`config.mk`:
```
export PLATFORM = sky130hd
export DESIGN_NAME = bank_rowbuf_ctrl
export DESIGN_NICKNAME = d
export VERILOG_FILES = /design/src/rtl/rbp_pkg.sv /design/src/rtl/rbp_wait_timer.sv /design/src/rtl/rbp_row_tracker.sv /design/src/rtl/rbp_sequencer.sv /design/src/rtl/bank_rowbuf_ctrl.sv
export SDC_FILE = /design/constraint.sdc
export NUM_CORES = 1
export LEC_CHECK = 0
export ABC_AREA = 1
export BUFFER_PORTS_ARGS = -buffer_cell sky130_fd_sc_hd__buf_2
export CAP_MARGIN = 10
export CORE_MARGIN = 5
export CORE_UTILIZATION = 40
export CTS_BUF_LIST = sky130_fd_sc_hd__clkbuf_4 sky130_fd_sc_hd__clkbuf_8
export DETAILED_ROUTE_END_ITERATION = 7
export PLACE_DENSITY = 0.66
export SLEW_MARGIN = 0
export SYNTH_ARGS = -nofsm -noshare
export SYNTH_HDL_FRONTEND = slang
export SYNTH_SLANG_ARGS = --single-unit
```
`constraint.sdc`:
```
create_clock -name clk -period 1.7 [get_ports clk]
set_input_delay 0.085 -clock clk [delete_from_list [all_inputs] [get_ports clk]]
set_output_delay 0.085 -clock clk [all_outputs]
set_load 0.1 [all_outputs]
```
`src/rtl/rbp_pkg.sv`:
```
package rbp_pkg;

    typedef enum logic [2:0] {
        CMD_NOP = 3'd0,
        CMD_ACT = 3'd1,
        CMD_RD  = 3'd2,
        CMD_WR  = 3'd3,
        CMD_PRE = 3'd4
    } cmd_op_e;

    typedef enum logic [1:0] {
        CLS_NONE     = 2'd0,
        CLS_HIT      = 2'd1,
        CLS_EMPTY    = 2'd2,
        CLS_CONFLICT = 2'd3
    } acc_class_e;

    typedef enum logic [3:0] {
        S_IDLE,
        S_PRE,
        S_PRE_W,
        S_ACT,
        S_ACT_W,
        S_COL,
        S_COL_W,
        S_RSP,
        S_CLOSE,
        S_CLOSE_W
    } seq_state_e;

    typedef struct packed {
        logic    valid;
        cmd_op_e op;
    } cmd_hdr_t;

    function automatic acc_class_e classify(input logic is_open, input logic same_row);
        if (!is_open)      return CLS_EMPTY;
        else if (same_row) return CLS_HIT;
        else               return CLS_CONFLICT;
    endfunction

    function automatic int max3(input int a, input int b, input int c);
        int m;
        m = (a > b) ? a : b;
        return (m > c) ? m : c;
    endfunction

endpackage

```
`src/rtl/rbp_wait_timer.sv`:
```
module rbp_wait_timer #(
    parameter int CNT_W = 4
) (
    input  logic             clk,
    input  logic             rst,
    input  logic             load,
    input  logic [CNT_W-1:0] load_val,
    output logic             last
);
    logic [CNT_W-1:0] cnt_q;

    always_ff @(posedge clk) begin
        if (rst) begin
            cnt_q <= '0;
        end else if (load) begin
            cnt_q <= load_val;
        end else if (cnt_q != '0) begin
            cnt_q <= cnt_q - 1'b1;
        end
    end

    assign last = (cnt_q == {{(CNT_W-1){1'b0}}, 1'b1});

    AST_LOAD_IDLE: assert property (@(posedge clk) disable iff (rst)
        load |-> (cnt_q == '0));

endmodule

```
`src/rtl/rbp_row_tracker.sv`:
```
module rbp_row_tracker
    import rbp_pkg::*;
#(
    parameter int ROW_W = 14
) (
    input  logic             clk,
    input  logic             rst,
    input  cmd_hdr_t         cmd,
    input  logic [ROW_W-1:0] cmd_row,
    input  logic [ROW_W-1:0] probe_row,
    output acc_class_e       probe_class,
    output logic             row_open,
    output logic [ROW_W-1:0] open_row
);
    logic             open_q;
    logic [ROW_W-1:0] row_q;

    always_ff @(posedge clk) begin
        if (rst) begin
            open_q <= 1'b0;
            row_q  <= '0;
        end else if (cmd.valid) begin
            case (cmd.op)
                CMD_ACT: begin
                    open_q <= 1'b1;
                    row_q  <= cmd_row;
                end
                CMD_PRE: open_q <= 1'b0;
                default: ;
            endcase
        end
    end

    assign probe_class = classify(open_q, row_q == probe_row);
    assign row_open    = open_q;
    assign open_row    = row_q;

    AST_ACT_ON_EMPTY: assert property (@(posedge clk) disable iff (rst)
        (cmd.valid && cmd.op == CMD_ACT) |-> !open_q);

    AST_COL_ON_OPEN: assert property (@(posedge clk) disable iff (rst)
        (cmd.valid && (cmd.op == CMD_RD || cmd.op == CMD_WR))
            |-> (open_q && row_q == cmd_row));

endmodule

```
`src/rtl/rbp_sequencer.sv`:
```
module rbp_sequencer
    import rbp_pkg::*;
#(
    parameter int ROW_W = 14,
    parameter int COL_W = 10,
    parameter int T_RCD = 4,
    parameter int T_RP  = 4,
    parameter int T_CAS = 3,
    parameter int CNT_W = 4
) (
    input  logic             clk,
    input  logic             rst,
    input  logic             policy_close,
    input  logic             req_valid,
    input  logic             req_write,
    input  logic [ROW_W-1:0] req_row,
    input  logic [COL_W-1:0] req_col,
    output logic             req_ready,
    input  acc_class_e       probe_class,
    output cmd_hdr_t         cmd,
    output logic [ROW_W-1:0] cmd_row,
    output logic [COL_W-1:0] cmd_col,
    output logic             rsp_valid,
    output acc_class_e       rsp_class,
    output logic             tmr_load,
    output logic [CNT_W-1:0] tmr_val,
    input  logic             tmr_last
);
    localparam logic [CNT_W-1:0] RP_WAIT  = CNT_W'(T_RP - 1);
    localparam logic [CNT_W-1:0] RCD_WAIT = CNT_W'(T_RCD - 1);
    localparam logic [CNT_W-1:0] CAS_WAIT = CNT_W'(T_CAS - 1);
    localparam bit RP_MULTI  = (T_RP  > 1);
    localparam bit RCD_MULTI = (T_RCD > 1);
    localparam bit CAS_MULTI = (T_CAS > 1);

    seq_state_e       state_q, state_d;
    logic [ROW_W-1:0] row_q;
    logic [COL_W-1:0] col_q;
    logic             wr_q;
    logic             pol_q;
    acc_class_e       cls_q;
    logic             accept;

    assign req_ready = (state_q == S_IDLE);
    assign accept    = req_ready && req_valid;

    always_ff @(posedge clk) begin
        if (rst) begin
            state_q <= S_IDLE;
            row_q   <= '0;
            col_q   <= '0;
            wr_q    <= 1'b0;
            pol_q   <= 1'b0;
            cls_q   <= CLS_NONE;
        end else begin
            state_q <= state_d;
            if (accept) begin
                row_q <= req_row;
                col_q <= req_col;
                wr_q  <= req_write;
                pol_q <= policy_close;
                cls_q <= probe_class;
            end
        end
    end

    always_comb begin
        state_d  = state_q;
        tmr_load = 1'b0;
        tmr_val  = '0;
        case (state_q)
            S_IDLE: begin
                if (accept) begin
                    case (probe_class)
                        CLS_HIT:   state_d = S_COL;
                        CLS_EMPTY: state_d = S_ACT;
                        default:   state_d = S_PRE;
                    endcase
                end
            end
            S_PRE: begin
                tmr_load = 1'b1;
                tmr_val  = RP_WAIT;
                state_d  = RP_MULTI ? S_PRE_W : S_ACT;
            end
            S_PRE_W:   if (tmr_last) state_d = S_ACT;
            S_ACT: begin
                tmr_load = 1'b1;
                tmr_val  = RCD_WAIT;
                state_d  = RCD_MULTI ? S_ACT_W : S_COL;
            end
            S_ACT_W:   if (tmr_last) state_d = S_COL;
            S_COL: begin
                tmr_load = 1'b1;
                tmr_val  = CAS_WAIT;
                state_d  = CAS_MULTI ? S_COL_W : S_RSP;
            end
            S_COL_W:   if (tmr_last) state_d = S_RSP;
            S_RSP:     state_d = pol_q ? S_CLOSE : S_IDLE;
            S_CLOSE: begin
                tmr_load = 1'b1;
                tmr_val  = RP_WAIT;
                state_d  = RP_MULTI ? S_CLOSE_W : S_IDLE;
            end
            S_CLOSE_W: if (tmr_last) state_d = S_IDLE;
            default:   state_d = S_IDLE;
        endcase
    end

    always_comb begin
        cmd.valid = 1'b1;
        case (state_q)
            S_PRE, S_CLOSE: cmd.op = CMD_PRE;
            S_ACT:          cmd.op = CMD_ACT;
            S_COL:          cmd.op = wr_q ? CMD_WR : CMD_RD;
            default: begin
                cmd.valid = 1'b0;
                cmd.op    = CMD_NOP;
            end
        endcase
    end

    assign cmd_row   = row_q;
    assign cmd_col   = col_q;
    assign rsp_valid = (state_q == S_RSP);
    assign rsp_class = rsp_valid ? cls_q : CLS_NONE;

    AST_RSP_PULSE: assert property (@(posedge clk) disable iff (rst)
        rsp_valid |=> !rsp_valid);

    AST_BUSY_NO_READY: assert property (@(posedge clk) disable iff (rst)
        (cmd.valid || rsp_valid) |-> !req_ready);

    AST_CLOSE_PRE: assert property (@(posedge clk) disable iff (rst)
        (rsp_valid && pol_q) |=> (cmd.valid && cmd.op == CMD_PRE));

    AST_OPEN_IDLE: assert property (@(posedge clk) disable iff (rst)
        (rsp_valid && !pol_q) |=> req_ready);

    AST_POLICY_HELD: assert property (@(posedge clk) disable iff (rst)
        (!req_ready && $past(!req_ready)) |-> $stable(pol_q));

endmodule

```
`src/rtl/bank_rowbuf_ctrl.sv`:
```
module bank_rowbuf_ctrl
    import rbp_pkg::*;
#(
    parameter int ROW_W = 14,
    parameter int COL_W = 10,
    parameter int T_RCD = 4,
    parameter int T_RP  = 4,
    parameter int T_CAS = 3
) (
    input  logic             clk,
    input  logic             rst,
    input  logic             policy_close,
    input  logic             req_valid,
    output logic             req_ready,
    input  logic             req_write,
    input  logic [ROW_W-1:0] req_row,
    input  logic [COL_W-1:0] req_col,
    output logic             cmd_valid,
    output logic [2:0]       cmd_op,
    output logic [ROW_W-1:0] cmd_row,
    output logic [COL_W-1:0] cmd_col,
    output logic             rsp_valid,
    output logic [1:0]       rsp_class,
    output logic             row_open,
    output logic [ROW_W-1:0] open_row
);
    localparam int T_MAX = max3(T_RCD, T_RP, T_CAS);
    localparam int CNT_W = $clog2(T_MAX + 1);

    cmd_hdr_t         cmd;
    acc_class_e       probe_class;
    acc_class_e       rsp_cls;
    logic             tmr_load;
    logic             tmr_last;
    logic [CNT_W-1:0] tmr_val;

    rbp_sequencer #(
        .ROW_W (ROW_W),
        .COL_W (COL_W),
        .T_RCD (T_RCD),
        .T_RP  (T_RP),
        .T_CAS (T_CAS),
        .CNT_W (CNT_W)
    ) u_seq (
        .clk          (clk),
        .rst          (rst),
        .policy_close (policy_close),
        .req_valid    (req_valid),
        .req_write    (req_write),
        .req_row      (req_row),
        .req_col      (req_col),
        .req_ready    (req_ready),
        .probe_class  (probe_class),
        .cmd          (cmd),
        .cmd_row      (cmd_row),
        .cmd_col      (cmd_col),
        .rsp_valid    (rsp_valid),
        .rsp_class    (rsp_cls),
        .tmr_load     (tmr_load),
        .tmr_val      (tmr_val),
        .tmr_last     (tmr_last)
    );

    rbp_row_tracker #(
        .ROW_W (ROW_W)
    ) u_track (
        .clk         (clk),
        .rst         (rst),
        .cmd         (cmd),
        .cmd_row     (cmd_row),
        .probe_row   (req_row),
        .probe_class (probe_class),
        .row_open    (row_open),
        .open_row    (open_row)
    );

    rbp_wait_timer #(
        .CNT_W (CNT_W)
    ) u_timer (
        .clk      (clk),
        .rst      (rst),
        .load     (tmr_load),
        .load_val (tmr_val),
        .last     (tmr_last)
    );

    assign cmd_valid = cmd.valid;
    assign cmd_op    = cmd.op;
    assign rsp_class = rsp_cls;

endmodule

```
==> run metrics <==
die span in y 86.2 um; proportion of layout cells with a drive suffix above 1 31.8%; largest net degree at the start of global routing 30; VDD IR max 1110 uV; Setup crit end kind output port; die area 7430 um2; CP max FO 6; Mapped Area 2320 um2; width of the die 86.2 um; clock-pin slew on the worst setup and hold paths 0.09 ns; layout net count 440; FP Rows 27; Detail Route Antenna Nets 0; post-synthesis xor/xnor area fraction 0.377%; Post-Synth Simple-Gate Area 25.6%; placed wire-length estimate 4550 um; IO Pins 76; initial antenna violation count 0; Met1 Routed Length 2840 um; Power Dens Cells 2110 nW/um2; max-cap violations 0; minimum clock period 1.58 ns; Total Power 6.41 mW; vias per std cell 4.86; WL met3 438 um; WL/cell 13.0 um; post-synthesis adder-cell area fraction 1.62%; #FFs+latches synth 50; Slew Viols, Final 0; skew final 0.0121 ns; DRC 0; vias in the first global route 2283; core area 5570 um2; fin util 54.6%; clk_lat worst skew 0.30 ns; Pre-antenna DRT Iters 4; post-synthesis mux area share 0%; Synth Area in Compound Gates 17.9%; first-pass GRT wire length 10500 um; final wirelength 6270 um; Num CTS Buffers 5; Final Setup Violations 0; initial drt markers 131; synthesized instance count 336; Seq/Total Area, Yosys 43.1%; area post-placement 2900 um2; # hold bufs at CTS 0; met2 WL 2940 um; Rel. slew slack 53.5%; Slew @ Worst Pin 0.697 ns; Netlist cell types 24; Achievable Freq 634 MHz; GRT Total Usage 17.3%; DR vias 2337; # diodes 0; Final Hold Viols 0; startpoint type of the worst setup path register; WS Path Type reg -> out; Initial Util 41.6%; clk buf depth 2; worst setup margin 0.122 ns; Ys Warns 0; crit share post-route 92.8%; RSZ-0062 raised after global routing no; Clock Sinks 50; Avg Inst Size Synth 6.91 um2; CP Data Required Time 1.62 ns; Port Buffers 75; WHS Path Cells 3; total gr overflow 0; Hold Path Class in -> reg; Post-Place Worst Slack 0.244 ns; # fillers 565; Arr. time, crit path 1.49 ns; status completed; CTS tree built; htree depth 2; Seq. cell area 1020 um2; Reg2Reg Depth 7; root buf cell clkbuf_8; syn_nets 368; area delta synth->final 31.1%; RD Place Congestion 0.935; main combinational cell family by area after synthesis simple AND/OR/NAND/NOR gates; worst hold slack 0.0477 ns; Top Metal Used met4; fin area 3040 um2; Leak 1.43 nW; area of the multi-input gates 1110 um2
[repair_timing]
item	CTS	global route
resized for setup	3	8
setup endpoints to repair	4	6
pin swaps	0	0
setup buffers	0	0
[synthesized netlist by cell type (all sizes together)]
master,instances,area [um2]
ha,3,37.5
clkbuf,7,26.3
dfxtp,50,1000
xnor2,1,8.76
nand2,82,320
nor3,1,5.00
a21oi,50,254
nand3,28,140
inv,47,176
buf,9,61.3
o21ai,30,161
nor3b,1,7.51
nor2,26,115
nand4,1,6.26
[power by group]
part | leakage [nW] | switching, mW | internal (mW)
Clock | 0.0593 | 0.370 | 0.473
Combinational | 0.954 | 2.98 | 0.877
Sequential | 0.415 | 0.221 | 1.48
Total | 1.43 | 3.57 | 2.83
[critical path, stage by stage, from the launching register on]
cell and delay, ns:
dfxtp_2 0.36, nand2_1 0.15, inv_2 0.07, nand2_2 0.11, inv_2 0.07, nor2_4 0.17
nand2_4 0.09, buf_12 0.17
[final timing paths]
check | start | endpoint | slack, ns
setup / recovery | u_seq.state_q[1] | cmd_valid | 0.12
hold / removal | req_col[1] | u_seq.cmd_col[1] | 0.05
setup reg to reg | u_seq.state_q[0] | u_seq.cls_q[1] | 0.27
hold reg to reg | u_seq.cmd_col[9] | u_seq.cmd_col[9] | 0.46
[kinds of logic after synthesis]
kind of cell	count (synthesis)
buffers and inverters	63
XOR/XNOR	1
AO/OA/AOI/OAI	80
adder cells (fa/ha/maj)	3
AND/OR/NAND/NOR	139
flip-flops	50
[per-layer routing]
layer	GRT usage, %	vias to the layer above
met5	0	-
met4	4.96	0
met3	5.32	6
met2	27.9	63
met1	22.3	1057
li1	-	1211
[area by class of cell]
type / instances / area share (%)
Sequential cell: 50 / 33.5
Tap cell: 72 / 2.96
Clock inverter: 1 / 0.987
Timing Repair Buffer: 81 / 17.4
Inverter: 47 / 5.92
Clock buffer: 7 / 2.76
Multi-Input combinational cell: 223 / 36.5
[cell usage in the layout, fill, tap and decap left out]
cell type,netlist,layout
buf_4,2,7
xnor2_1,1,1
nor2_4,2,6
o21ai_2,3,5
dfxtp_2,0,14
inv_1,43,41
inv_2,4,5
nand2_1,77,76
nand2_2,5,4
buf_12,0,7
nor2_1,23,17
o21ai_1,4,4
buf_2,4,67
nor3_1,1,1
ha_1,3,3
bufinv_16,0,1
nand4_1,1,1
nor3b_1,1,1
clkbuf_8,0,5
dfxtp_1,50,36
nand3_1,28,28
a21oi_1,49,49
clkbuf_4,0,2
nor2_2,1,3
a21oi_2,1,1
clkinvlp_4,0,1
nand2_4,0,2
o21ai_0,23,21
[flip-flops by register name, indices dropped and copies added, names as in the netlist]
| signal | flops |
|---|---|
| u_seq.state_q | 4 |
| u_track.open_row | 14 |
| u_track.row_open | 1 |
| u_seq.cls_q | 2 |
| u_seq.cmd_col | 10 |
| u_seq.cmd_row | 14 |
| u_seq.pol_q | 1 |
| u_seq.wr_q | 1 |
| u_timer.cnt_q | 3 |
[through the flow]
step | cells | setup TNS, ns
finish | 481 | 0
global route | 481 | 0
CTS | 481 | 0
detailed placement | 473 | 0
global placement | 473 | 0
floorplan | 336 | -0.551
Note: power is estimated with default switching activity, not from simulation.
